## src/rtl/hbw_pkg.sv

```systemverilog
package hbw_pkg;
  // Timeout length in cycles for the selected period.
  function automatic int unsigned hbw_limit(input logic sel,
                                            input int unsigned def_len,
                                            input int unsigned alt_len);
    return sel ? alt_len : def_len;
  endfunction

  // Larger of two lengths, used to size the idle counter.
  function automatic int unsigned hbw_max(input int unsigned a, input int unsigned b);
    return (a > b) ? a : b;
  endfunction
endpackage

```

## src/rtl/hbw_sync.sv

```systemverilog
module hbw_sync #(
  parameter int STAGES = 2,
  parameter int WIDTH  = 2
) (
  input  logic             clk,
  input  logic             rst_n,
  input  logic [WIDTH-1:0] d,
  output logic [WIDTH-1:0] q
);
  for (genvar g = 0; g < WIDTH; g++) begin : g_bit
    logic [STAGES-1:0] chain;
    if (STAGES == 1) begin : g_one
      always_ff @(posedge clk or negedge rst_n) begin
        if (!rst_n) chain <= '0;
        else        chain <= d[g];
      end
    end else begin : g_many
      always_ff @(posedge clk or negedge rst_n) begin
        if (!rst_n) chain <= '0;
        else        chain <= {chain[STAGES-2:0], d[g]};
      end
    end
    assign q[g] = chain[STAGES-1];
  end
endmodule

```

## src/rtl/hbw_timer.sv

```systemverilog
module hbw_timer
  import hbw_pkg::*;
#(
  parameter int unsigned TIMEOUT_DEF = 1600000,
  parameter int unsigned TIMEOUT_ALT = 400000
) (
  input  logic clk,
  input  logic rst_n,
  input  logic hold,
  input  logic restart,
  input  logic sel,
  output logic expire
);
  localparam int unsigned MAXLEN = hbw_max(TIMEOUT_DEF, TIMEOUT_ALT);
  localparam int CW = $clog2(MAXLEN + 1);

  logic [CW-1:0] idle_cnt;
  logic          fired;
  logic [CW-1:0] last_idx;

  assign last_idx = CW'(hbw_limit(sel, TIMEOUT_DEF, TIMEOUT_ALT) - 1);
  assign expire   = !hold && !restart && !fired && (idle_cnt >= last_idx);

  always_ff @(posedge clk or negedge rst_n) begin
    if (!rst_n) begin
      idle_cnt <= '0;
      fired    <= 1'b0;
    end else if (hold || restart) begin
      idle_cnt <= '0;
      fired    <= 1'b0;
    end else if (expire) begin
      idle_cnt <= '0;
      fired    <= 1'b1;
    end else if (!fired) begin
      idle_cnt <= idle_cnt + 1'b1;
    end
  end
endmodule

```

## src/rtl/hbw_fault.sv

```systemverilog
module hbw_fault #(
  parameter int unsigned PULSE_W = 1000
) (
  input  logic clk,
  input  logic rst_n,
  input  logic hold,
  input  logic restart,
  input  logic expire,
  output logic pulse_n,
  output logic lvl_n
);
  localparam int PW = $clog2(PULSE_W + 1);

  logic [PW-1:0] remain;
  logic          pend;
  logic          lvl_q;

  always_ff @(posedge clk or negedge rst_n) begin
    if (!rst_n) begin
      remain <= '0;
      pend   <= 1'b0;
      lvl_q  <= 1'b0;
    end else if (hold) begin
      remain <= '0;
      pend   <= 1'b0;
      lvl_q  <= 1'b0;
    end else begin
      if (expire)           remain <= PW'(PULSE_W);
      else if (remain != 0) remain <= remain - 1'b1;
      pend <= expire;
      if (restart)   lvl_q <= 1'b0;
      else if (pend) lvl_q <= 1'b1;
    end
  end

  assign pulse_n = (remain == '0);
  assign lvl_n   = !lvl_q;
endmodule

```

## src/rtl/hb_watchdog.sv

```systemverilog
module hb_watchdog #(
  parameter int          SYNC_STAGES = 2,
  parameter int unsigned TIMEOUT_DEF = 1600000,
  parameter int unsigned TIMEOUT_ALT = 400000,
  parameter int unsigned PULSE_W     = 1000
) (
  input  logic clk,
  input  logic rst_n,
  input  logic sup_reset,
  input  logic on_battery,
  input  logic clr_pulse,
  input  logic period_sel,
  input  logic hb_level,
  input  logic hb_float,
  output logic fault_pulse_n,
  output logic fault_lvl_n
);
  logic [1:0] sync_q;
  logic       lvl_s;
  logic       float_s;
  logic       lvl_prev;
  logic       hb_edge;
  logic       wd_hold;
  logic       expire;

  hbw_sync #(.STAGES(SYNC_STAGES), .WIDTH(2)) u_sync (
    .clk(clk), .rst_n(rst_n), .d({hb_float, hb_level}), .q(sync_q)
  );
  assign lvl_s   = sync_q[0];
  assign float_s = sync_q[1];

  always_ff @(posedge clk or negedge rst_n) begin
    if (!rst_n) lvl_prev <= 1'b0;
    else        lvl_prev <= lvl_s;
  end

  assign hb_edge = lvl_s ^ lvl_prev;
  assign wd_hold = sup_reset | on_battery | clr_pulse | float_s;

  hbw_timer #(.TIMEOUT_DEF(TIMEOUT_DEF), .TIMEOUT_ALT(TIMEOUT_ALT)) u_timer (
    .clk(clk), .rst_n(rst_n), .hold(wd_hold), .restart(hb_edge),
    .sel(period_sel), .expire(expire)
  );

  hbw_fault #(.PULSE_W(PULSE_W)) u_fault (
    .clk(clk), .rst_n(rst_n), .hold(wd_hold), .restart(hb_edge),
    .expire(expire), .pulse_n(fault_pulse_n), .lvl_n(fault_lvl_n)
  );
endmodule

```

## config.mk

```make
export PLATFORM = sky130hd
export DESIGN_NAME = hb_watchdog
export DESIGN_NICKNAME = d
export VERILOG_FILES = /design/src/rtl/hbw_pkg.sv /design/src/rtl/hbw_sync.sv /design/src/rtl/hbw_timer.sv /design/src/rtl/hbw_fault.sv /design/src/rtl/hb_watchdog.sv
export SDC_FILE = /design/constraint.sdc
export NUM_CORES = 1
export LEC_CHECK = 0
export ABC_AREA = 1
export BUFFER_PORTS_ARGS = -buffer_cell sky130_fd_sc_hd__buf_2
export CAP_MARGIN = 20
export CORE_AREA = 2 2 83 85
export CTS_CLUSTER_DIAMETER = 120
export CTS_CLUSTER_SIZE = 28
export DETAILED_ROUTE_END_ITERATION = 7
export DIE_AREA = 0 0 85 87
export GPL_ROUTABILITY_DRIVEN = 0
export GPL_TIMING_DRIVEN = 0
export PLACE_DENSITY = 0.66
export SLEW_MARGIN = 20
export SYNTH_ARGS = -nofsm -noshare
export SYNTH_HDL_FRONTEND = slang
export SYNTH_SLANG_ARGS = --single-unit
export TNS_END_PERCENT = 100
```

## constraint.sdc

```tcl
create_clock -name clk -period 3.1 [get_ports clk]
set_input_delay 0.62 -clock clk [delete_from_list [all_inputs] [get_ports clk]]
set_output_delay 0.62 -clock clk [all_outputs]
set_load 0.02 [all_outputs]
```

## After elaboration in Yosys (flattened, before gate mapping)

Index checks and enable logic that the tools add are counted.

- Output and inout bits: 2
- Logic and storage cells: 43
- Flip-flop bits (word level): 39

- $lt $le $gt $ge: 1
- Add/sub/neg operators: 3
- Reductions and logical operators: 13
- Bitwise gates (word level): 4
- Equal/unequal tests: 1
- Muxes and demuxes: 13

Operators by type and width:

| cell | number |
|---|---|
| $mux 21 | 4 |
| $mux 10 | 3 |
| $add 21x1->21 const B | 1 |
| $ge 21x21->1 | 1 |
| $sub 21x1->21 const B | 1 |
| $logic_not 10->1 | 1 |
| $reduce_bool 10->1 | 1 |
| $sub 10x1->10 const B | 1 |
| $mux 1 | 6 |
| $reduce_bool 3->1 | 2 |
| $logic_not 1->1 | 4 |
| $logic_and 1x1->1 | 3 |
| $ne 3x3->1 const B | 1 |
| $or 1x1->1 | 3 |
| $reduce_bool 2->1 | 1 |
| $logic_or 1x1->1 | 1 |
| $xor 1x1->1 | 1 |

## Depth between registers and ports, before layout

Gate-level depths: netlist of the first run.

- Depth after elaboration: 9
- Gate-level depth with buffers: 14
- Gate-level depth less buffers: 14

## Hierarchy

Synthesis of the first run repeated with hierarchy kept, for this count alone.

- Cell total of the unflattened synthesis: 329
- Area, all modules: 2,469.9 µm²

Modules (own cells, without submodules):

| module | instances | sequential area each (µm²) | area each (µm²) | cells each |
|---|---|---|---|---|
| hbw_timer | 1 | 550.5 | 1,625.3 | 221 |
| hbw_fault | 1 | 300.3 | 674.4 | 93 |
| hbw_sync | 1 | 100.1 | 115.1 | 6 |
| hb_watchdog | 1 | 25.0 | 55.1 | 9 |

## Least setup slack after synthesis of the first run

Ideal clock, no wire load.

- Path type: input to register
- From: input period_sel
- To: register u_timer.idle_cnt[3]
- Stages: 12
- Data arrival time: 1,940 ps
- Buffers on the path: 1
- Path slack: 1,078 ps
- Setup time: 81 ps
- Required time: 3,019 ps
- Cells stage by stage: inv_1 > ha_1 > nand2_1 > inv_1 > nand3_1 > nand2_1 > nand2_1 > nand2_1 > nor2_4 > nand2_4 > buf_6 > o22ai_2

- Cells in the longest elaborated chain, start to end: 6
- Elaborated cells between the ends (all ways): 7

Ends and longest elaborated chain:

| what | RTL line | source |
|---|---|---|
| start: declaration | hb_watchdog.sv:12 | `input logic period_sel,` |
| $mux 21 * | hbw_pkg.sv:6 | `return sel ? alt_len : def_len;` |
| $sub 21x1->21 * | hbw_timer.sv:21 | `assign last_idx = CW'(hbw_limit(sel, TIMEOUT_DEF, TIMEOUT_ALT) - 1);` |
| $ge 21x21->1 * | hbw_timer.sv:22 | `assign expire = !hold && !restart && !fired && (idle_cnt >= last_idx);` |
| $logic_and 1x1->1 * | hbw_timer.sv:22 |  |
| $mux 21 | hbw_timer.sv:31 | `end else if (expire) begin` |
| $mux 21 | hbw_timer.sv:28 | `end else if (hold \|\| restart) begin` |
| end signal: assignment | hbw_timer.sv:35 | `idle_cnt <= idle_cnt + 1'b1;` |
| end: declaration | hbw_timer.sv:17 | `logic [CW-1:0] idle_cnt;` |

Every way passes the cells marked *; elsewhere a longest branch is shown, timed or not.
A chain may end at the register's enable or synchronous reset.

## Worst setup path after layout of the first run

- From: register u_fault.remain[0]
- To: output fault_pulse_n

- Cells in the longest elaborated chain, start to end: 1

Ends and longest elaborated chain:

| what | RTL line | source |
|---|---|---|
| start: declaration | hbw_fault.sv:14 | `logic [PW-1:0] remain;` |
| start signal: assignment | hbw_fault.sv:28 | `if (expire) remain <= PW'(PULSE_W);` |
| start signal: assignment | hbw_fault.sv:29 | `else if (remain != 0) remain <= remain - 1'b1;` |
| $logic_not 10->1 | hbw_fault.sv:36 | `assign pulse_n = (remain == '0);` |
| end: declaration | hb_watchdog.sv:15 | `output logic fault_pulse_n,` |

Every way passes these cells.

==> flow_summary.json, run 1 <==
{
  "outcome": "completed",
  "ios": 10,
  "path_clk_slew_ps": 80,
  "peakVddDrop_mv": 0.223,
  "yosys.area.top_type_share": 0.386,
  "syn_area_per_cell_um2": 7.72,
  "post-route-period-util": 0.818,
  "final_nets": 364,
  "switchingPower_mw": 0.248,
  "synthTopCellsByCount": "nand2_1 (88), nor2_1 (45), inv_1 (44)",
  "dieArea_um2": 7400,
  "drtIter0Drc": 77,
  "p_comb_frac": 0.082,
  "holdBufCountCts": 0,
  "synth_fp_nets": 348,
  "vias": 2058,
  "drive_above_1_share": 0.128,
  "met3_length_um": 166,
  "post_cts_resized": 0,
  "crit_required_ps": 2480,
  "cp_data_arrival_time_ps": 1920,
  "clk_root_buffer_cell": "clkbuf_8",
  "synth.largest_area_cell": "dfrtp_1",
  "intPower_mw": 0.870,
  "wl_met1_um": 2450,
  "multi_input_area_um2": 1350,
  "globalRouteTotalUtil": 0.154,
  "insertion_delay_ps": 300,
  "drv_slew": 0,
  "power_per_cell_area_nw_per_um2": 398,
  "top_layer_used": "met4",
  "path_max_fanout": 5,
  "hpwlAfterDp_um": 3830,
  "ys_types": 28,
  "fp.dieW_um": 85,
  "ys_seq_area_frac": 0.386,
  "coreArea_um2": 6570,
  "initial_core_util": 0.385,
  "grt_max_degree": 40,
  "cts_buffers": 5,
  "swShare": 0.222,
  "rsz0062_at_grt": "false",
  "path_class": "register to output pin",
  "antenna_found_initial": 0,
  "start_kind": "register",
  "yosysWarnings": 0,
  "post_cts_buffers": 0,
  "fin_skew_ps": 10.7,
  "synth_flop_cell": "dfrtp_1",
  "finalSetupTns_ps": 0,
  "power_leakage_nw": 1.32,
  "antenna_cells": 0,
  "cts-htree-levels": 2,
  "finalHoldViolCount": 0,
  "wl_per_cell_um": 12.2,
  "slew_headroom": 0.409,
  "synthesis.instances": 328,
  "netlist_top_cells_area": "dfrtp_1 (39%), nand2_1 (13%), nor2_1 (6.7%), inv_1 (6.5%), ha_1 (5.9%)",
  "io_buffer_count": 9,
  "core.rowCount": 30,
  "cts_sinks": 39,
  "p_clk_frac": 0.452,
  "syn_to_final_growth_pct": 11.0,
  "synth_edf_count": 0,
  "register_area_um2": 976,
  "ys_seq_elements": 39,
  "wl_met2_um": 2480,
  "dr.pass1.iters": 4,
  "ant_nets": 0,
  "overflow": 0,
  "end_kind": "output pin",
  "wl_um": 5180,
  "worst_pin_slew_ps": 886,
  "hold_path_class": "register to register",
  "async_flop_share": 1.00,
  "viasPerCell": 4.84,
  "synth_area_um2": 2530,
  "clock_path_buffers": 2,
  "drv_cap": 0,
  "die_h_um": 87,
  "grt_pass1_wl_um": 8910,
  "drcViolationCount": 0,
  "seqPwrFrac": 0.465,
  "fmax_mhz": 394,
  "n_fill_cell": 639,
  "setup_viol": 0,
  "layout_min_cycle_time_ps": 2540,
  "cts_tree": "yes",
  "yosys.cell_count.top_type": "nand2_1",
  "grt_pass1_vias": 1937,
  "fin_total_pwr_mw": 1.12
}
[cells by family (layout without fill, tap and decap cells)]
| group | count (synthesis) | in the layout | share of synthesized area |
|---|---|---|---|
| AO/OA/AOI/OAI | 28 | 28 | 0.0850 |
| flip-flops | 39 | 39 | 0.386 |
| buffers and inverters | 50 | 67 | 0.0796 |
| AND/OR/NAND/NOR | 183 | 183 | 0.335 |
| XOR/XNOR | 16 | 16 | 0.0554 |
| adder cells (fa/ha/maj) | 12 | 12 | 0.0593 |
[worst max-delay path, stage by stage, from the launching register on]
cell and delay (ps):
dfrtp_1 410, inv_1 150, ha_1 180, nand2_1 50, nor2_1 170, nand3_1 140, nor2_1 110, nand2_1 120
inv_1 110, buf_2 170
[registers in the layout, summed over array words and instances, names as in the netlist]
| signal | flops |
|---|---|
| u_sync.g_bit.chain | 4 |
| u_fault.lvl_q | 1 |
| lvl_prev | 1 |
| u_fault.pend | 1 |
| u_timer.idle_cnt | 21 |
| u_fault.remain | 10 |
| u_timer.fired | 1 |
[area by class of cell]
type | count | area share
buffer | 2 | 0.00579
inverter | 48 | 0.0659
timing repair buffer | 9 | 0.0160
multi-input combinational | 239 | 0.482
clock inverter | 2 | 0.0214
sequential | 39 | 0.347
clock buffer | 6 | 0.0258
tap | 80 | 0.0356
[layout by cell type (no fill, tap or decap), types with 5 or more instances in the layout]
cell type  instances
xor2_1            12
nand4_1            5
o22ai_2           10
nand3_1           22
inv_1             44
dfrtp_1           39
buf_2             10
nor3_1             7
o21ai_0           14
nor2_1            45
ha_1              12
clkbuf_8           5
nand2_1           88
[metal layers]
metal | vias up | track usage
met5 | - | 0
met4 | 0 | 0.0620
met3 | 4 | 0.0341
met2 | 22 | 0.248
met1 | 959 | 0.201
li1 | 1073 | -
[stage by stage]
stage	utilization	hold WS (ps)	instance area (um2)	setup slack, ps	std cells
after floorplan	-	324	2530	1080	328
after global placement	0.407	331	2680	608	417
after detailed placement	0.407	340	2680	593	417
after CTS	0.428	357	2810	532	425
after global routing	0.428	362	2810	398	425
final	0.428	355	2810	563	425
[final timing paths]
| kind | slack, ps | cells past startpoint | to | start |
|---|---|---|---|---|
| setup / recovery | 560 | 9 | fault_pulse_n | u_fault.remain[0]$_DFFE_PN0P_ |
| hold / removal | 350 | 0 | u_sync.g_bit[0].chain[1]$_DFF_PN0_ | u_sync.g_bit[0].chain[0]$_DFF_PN0_ |
| setup reg to reg | 1030 | 11 | u_timer.idle_cnt[9]$_DFFE_PN0P_ | u_timer.idle_cnt[0]$_DFFE_PN0P_ |
| hold reg to reg | 350 | 0 | u_sync.g_bit[0].chain[1]$_DFF_PN0_ | u_sync.g_bit[0].chain[0]$_DFF_PN0_ |
| max in group asynchronous | 2100 | 1 | u_timer.idle_cnt[20]$_DFFE_PN0P_ | rst_n |
| min in group asynchronous | 430 | 1 | u_fault.remain[0]$_DFFE_PN0P_ | rst_n |
[power groups by stage]
stage                     Clock, mW  Combinational (mW)  Sequential [mW]
final                         0.506              0.0923            0.520
after floorplan                   0              0.0641            0.529
after global placement            0              0.0916            0.530
after global routing          0.540               0.107            0.521
after CTS                     0.518              0.0940            0.520
after detailed placement          0              0.0935            0.530
No activity file was read; power rests on OpenSTA's default activity.
==> run 2, diff against run 1 <==
Settings changed: ABC_AREA 1 to 0, CORE_AREA 2 2 83 85 to 2 2 79 81, DIE_AREA 0 0 85 87 to 0 0 81 83, PLACE_DENSITY 0.66 to 0.65.
Clock period 3.1 ns to 2.43 ns, I/O delays scaled along.
==> run 2 against run 1 <==
  * Register-to-register slack got worse by 850 ps
  * Synthesized cell count decreased by 29%
  * Combinational power decreased by 50%
  * Total power increased by 13%
  * Clock-buffer cell count unchanged
  * Sequential share of layout area increased by 2.6 points
  * Clock power increased by 12%
  * Via count decreased by 7.9%
  * Cell area decreased by 6.9%
  * Non-clock buffer count increased by 13
  * Wire length decreased by 2.9%
  * Sequential power increased by 26%
  * Highest routed layer unchanged
==> flow_summary.json, run 2 <==
{
  "grt_pass1_wl_um": 8680,
  "crit_required_ps": 1940,
  "insertion_delay_ps": 290,
  "ys_types": 48,
  "wl_um": 5030,
  "clock_path_buffers": 2,
  "drive_above_1_share": 0.190,
  "fmax_mhz": 428,
  "endpoint": "fault_pulse_n",
  "crit-reg2reg-launch": "u_timer.idle_cnt[14]$_DFFE_PN0P_",
  "coreArea_um2": 5820,
  "drv_slew": 0,
  "synth_area_um2": 2270,
  "viasPerCell": 5.78,
  "intPower_mw": 0.999,
  "vias": 1896,
  "worst_pin_slew_ps": 875,
  "path_max_fanout": 5,
  "yosys.cell_count.top_type": "dfrtp_1",
  "finalInstanceArea_um2": 2620,
  "synth_fp_nets": 252,
  "ff2ff_path_depth": 7,
  "r2r_end": "u_timer.idle_cnt[2]$_DFFE_PN0P_",
  "clk_root_buffer_cell": "clkbuf_8",
  "hpwlAfterDp_um": 3440,
  "seqPwrFrac": 0.517,
  "die_h_um": 83,
  "layout_min_cycle_time_ps": 2330,
  "globalRouteTotalUtil": 0.162,
  "synthesis.instances": 232,
  "power_leakage_nw": 1.10,
  "swShare": 0.211,
  "startpoint": "u_fault.remain[1]$_DFFE_PN0P_",
  "fp.dieW_um": 81,
  "outcome": "completed",
  "cts-htree-levels": 2,
  "syn_to_final_growth_pct": 15.3,
  "grt_pass1_vias": 1883,
  "switchingPower_mw": 0.267,
  "dieArea_um2": 6720,
  "path_class": "register to output pin",
  "drv_cap": 0,
  "end_kind": "output pin",
  "p_comb_frac": 0.037,
  "yosysWarnings": 0,
  "drtIter0Drc": 145,
  "post-route-period-util": 0.961,
  "cts_buffers": 5,
  "cts_tree": "yes",
  "holdBufCountCts": 0,
  "holdWs_ps": 295,
  "grt_max_degree": 40,
  "ys_seq_area_frac": 0.430,
  "yosys.area.top_type_share": 0.430,
  "synth_edf_count": 0,
  "largest_register_ff_count": 21,
  "start_kind": "register",
  "fin_skew_ps": 5.95,
  "io_buffer_count": 9,
  "dpl_cell_area_um2": 2410,
  "most-common-layout-cells": "dfrtp_1 (39), a31oi_1 (24), nand2_1 (16), nand3_1 (12)",
  "ant_nets": 0,
  "netlist_top_cells_area": "dfrtp_1 (43%), a31oi_1 (6.6%), ha_1 (6.6%), nand3b_1 (3.3%), nand2_1 (2.8%)",
  "layout_commonest_cell": "dfrtp_1",
  "cts_sinks": 39,
  "n_fill_cell": 587,
  "syn_area_per_cell_um2": 9.78,
  "dr.pass1.iters": 4,
  "reg.largest.list": "u_timer.idle_cnt x21, u_fault.remain x10, u_sync.g_bit.chain x4",
  "slew_headroom": 0.416,
  "core.rowCount": 28,
  "p_clk_frac": 0.446,
  "ios": 10,
  "finalHoldViolCount": 0,
  "antenna_found_initial": 0,
  "hold_path_class": "input port to register",
  "path_clk_slew_ps": 80,
  "r2r_slack_ps": 180,
  "regMostFlops": "u_timer.idle_cnt",
  "setup_viol": 0,
  "async_flop_share": 1.00,
  "ys_seq_elements": 39,
  "final_nets": 272,
  "synth.largest_area_cell": "dfrtp_1",
  "peakVddDrop_mv": 0.373,
  "synthTopCellsByCount": "dfrtp_1 (39), a31oi_1 (24), nand2_1 (17)",
  "antenna_cells": 0,
  "synth_flop_cell": "dfrtp_1",
  "wl_per_cell_um": 15.3,
  "drcViolationCount": 0,
  "initial_core_util": 0.390,
  "cp_data_arrival_time_ps": 1850,
  "power_per_cell_area_nw_per_um2": 484,
  "overflow": 0
}
-- run 2: changes by cell type after synthesis, moves of 7 or more --
cell / delta
o21ai_1: +7
a31oi_1: +24
o21ai_0: -12
nand2_1: -71
nand3_1: -10
nor2_1: -36
xor2_1: -8
o22ai_2: -10
nand3b_1: +8
inv_1: -34
-- run 2: how the worst min path moves through the flow --
stage / startpoint / endpoint / slack [ps] / cells after the start
after floorplan: rst_n / lvl_prev$_DFF_PN0_ / 190 / 0
after global placement: u_sync.g_bit[0].chain[0]$_DFF_PN0_ / u_sync.g_bit[0].chain[1]$_DFF_PN0_ / 330 / 0
after detailed placement: u_sync.g_bit[0].chain[0]$_DFF_PN0_ / u_sync.g_bit[0].chain[1]$_DFF_PN0_ / 330 / 0
after CTS: hb_float / u_sync.g_bit[1].chain[0]$_DFF_PN0_ / 290 / 1
after global routing: hb_level / u_sync.g_bit[0].chain[0]$_DFF_PN0_ / 280 / 1
final: hb_float / u_sync.g_bit[1].chain[0]$_DFF_PN0_ / 290 / 1
-- run 2: repair_timing --
item / CTS / global route
pin swaps: 0 / 2
resized for setup: 2 / 10
setup buffers: 1 / 4
endpoints found under the setup margin: 1 / 18
-- run 2: through the flow --
stage,instances,TNS (ps),worst slack (ps),utilization,power (mW)
global route,328,-7.15,-7.15,0.450,1.32
finish,328,0,95.4,0.450,1.27
floorplan,232,0,323,-,0.688
detailed placement,316,-4420,-241,0.414,0.715
global placement,316,-2800,-193,0.414,0.712
CTS,324,0,51.1,0.437,1.28
-- run 2: worst max-delay path: stages, from the launching register on --
cell,delay (ps)
dfrtp_1,410
inv_1,70
ha_2,180
nor3b_4,220
nand2_2,90
or3_4,420
inv_2,70
buf_6,110
-- run 2: per-layer routing --
layer  global-route usage  vias to the layer above  wire length (um)
met5                    0                        -                 0
met4               0.0647                        0                73
met3               0.0228                        6               143
met2                0.259                       26              2420
met1                0.218                      945              2390
li1                     -                      919                 -
-- run 2: cell type report --
type	instances	area [um2]	area share
Clock inverter	2	35.0	0.0134
Buffer	10	61.3	0.0234
Inverter	11	41.3	0.0158
Multi-Input combinational cell	171	1240	0.473
Clock buffer	6	82.6	0.0316
Sequential cell	39	976	0.373
Timing Repair Buffer	14	88.8	0.0340
Tap cell	75	93.8	0.0359
-- run 2: kinds of logic (layout without fill, tap and decap cells) --
| group | count (synthesis) | after routing | synth area share |
|---|---|---|---|
| compound gates | 58 | 58 | 0.178 |
| xor+xnor | 10 | 10 | 0.0386 |
| fa+ha+maj | 12 | 12 | 0.0662 |
| buf+inv | 22 | 43 | 0.0458 |
| flops | 39 | 39 | 0.430 |
| simple gates | 91 | 91 | 0.242 |
-- run 2: power groups by stage --
stage	Clock [mW]	Sequential, mW	Combinational [mW]
2_1_floorplan	0	0.667	0.0208
3_3_place_gp	0	0.668	0.0443
3_5_place_dp	0	0.668	0.0468
4_1_cts	0.578	0.655	0.0467
5_1_grt	0.607	0.656	0.0534
6_report	0.565	0.655	0.0464
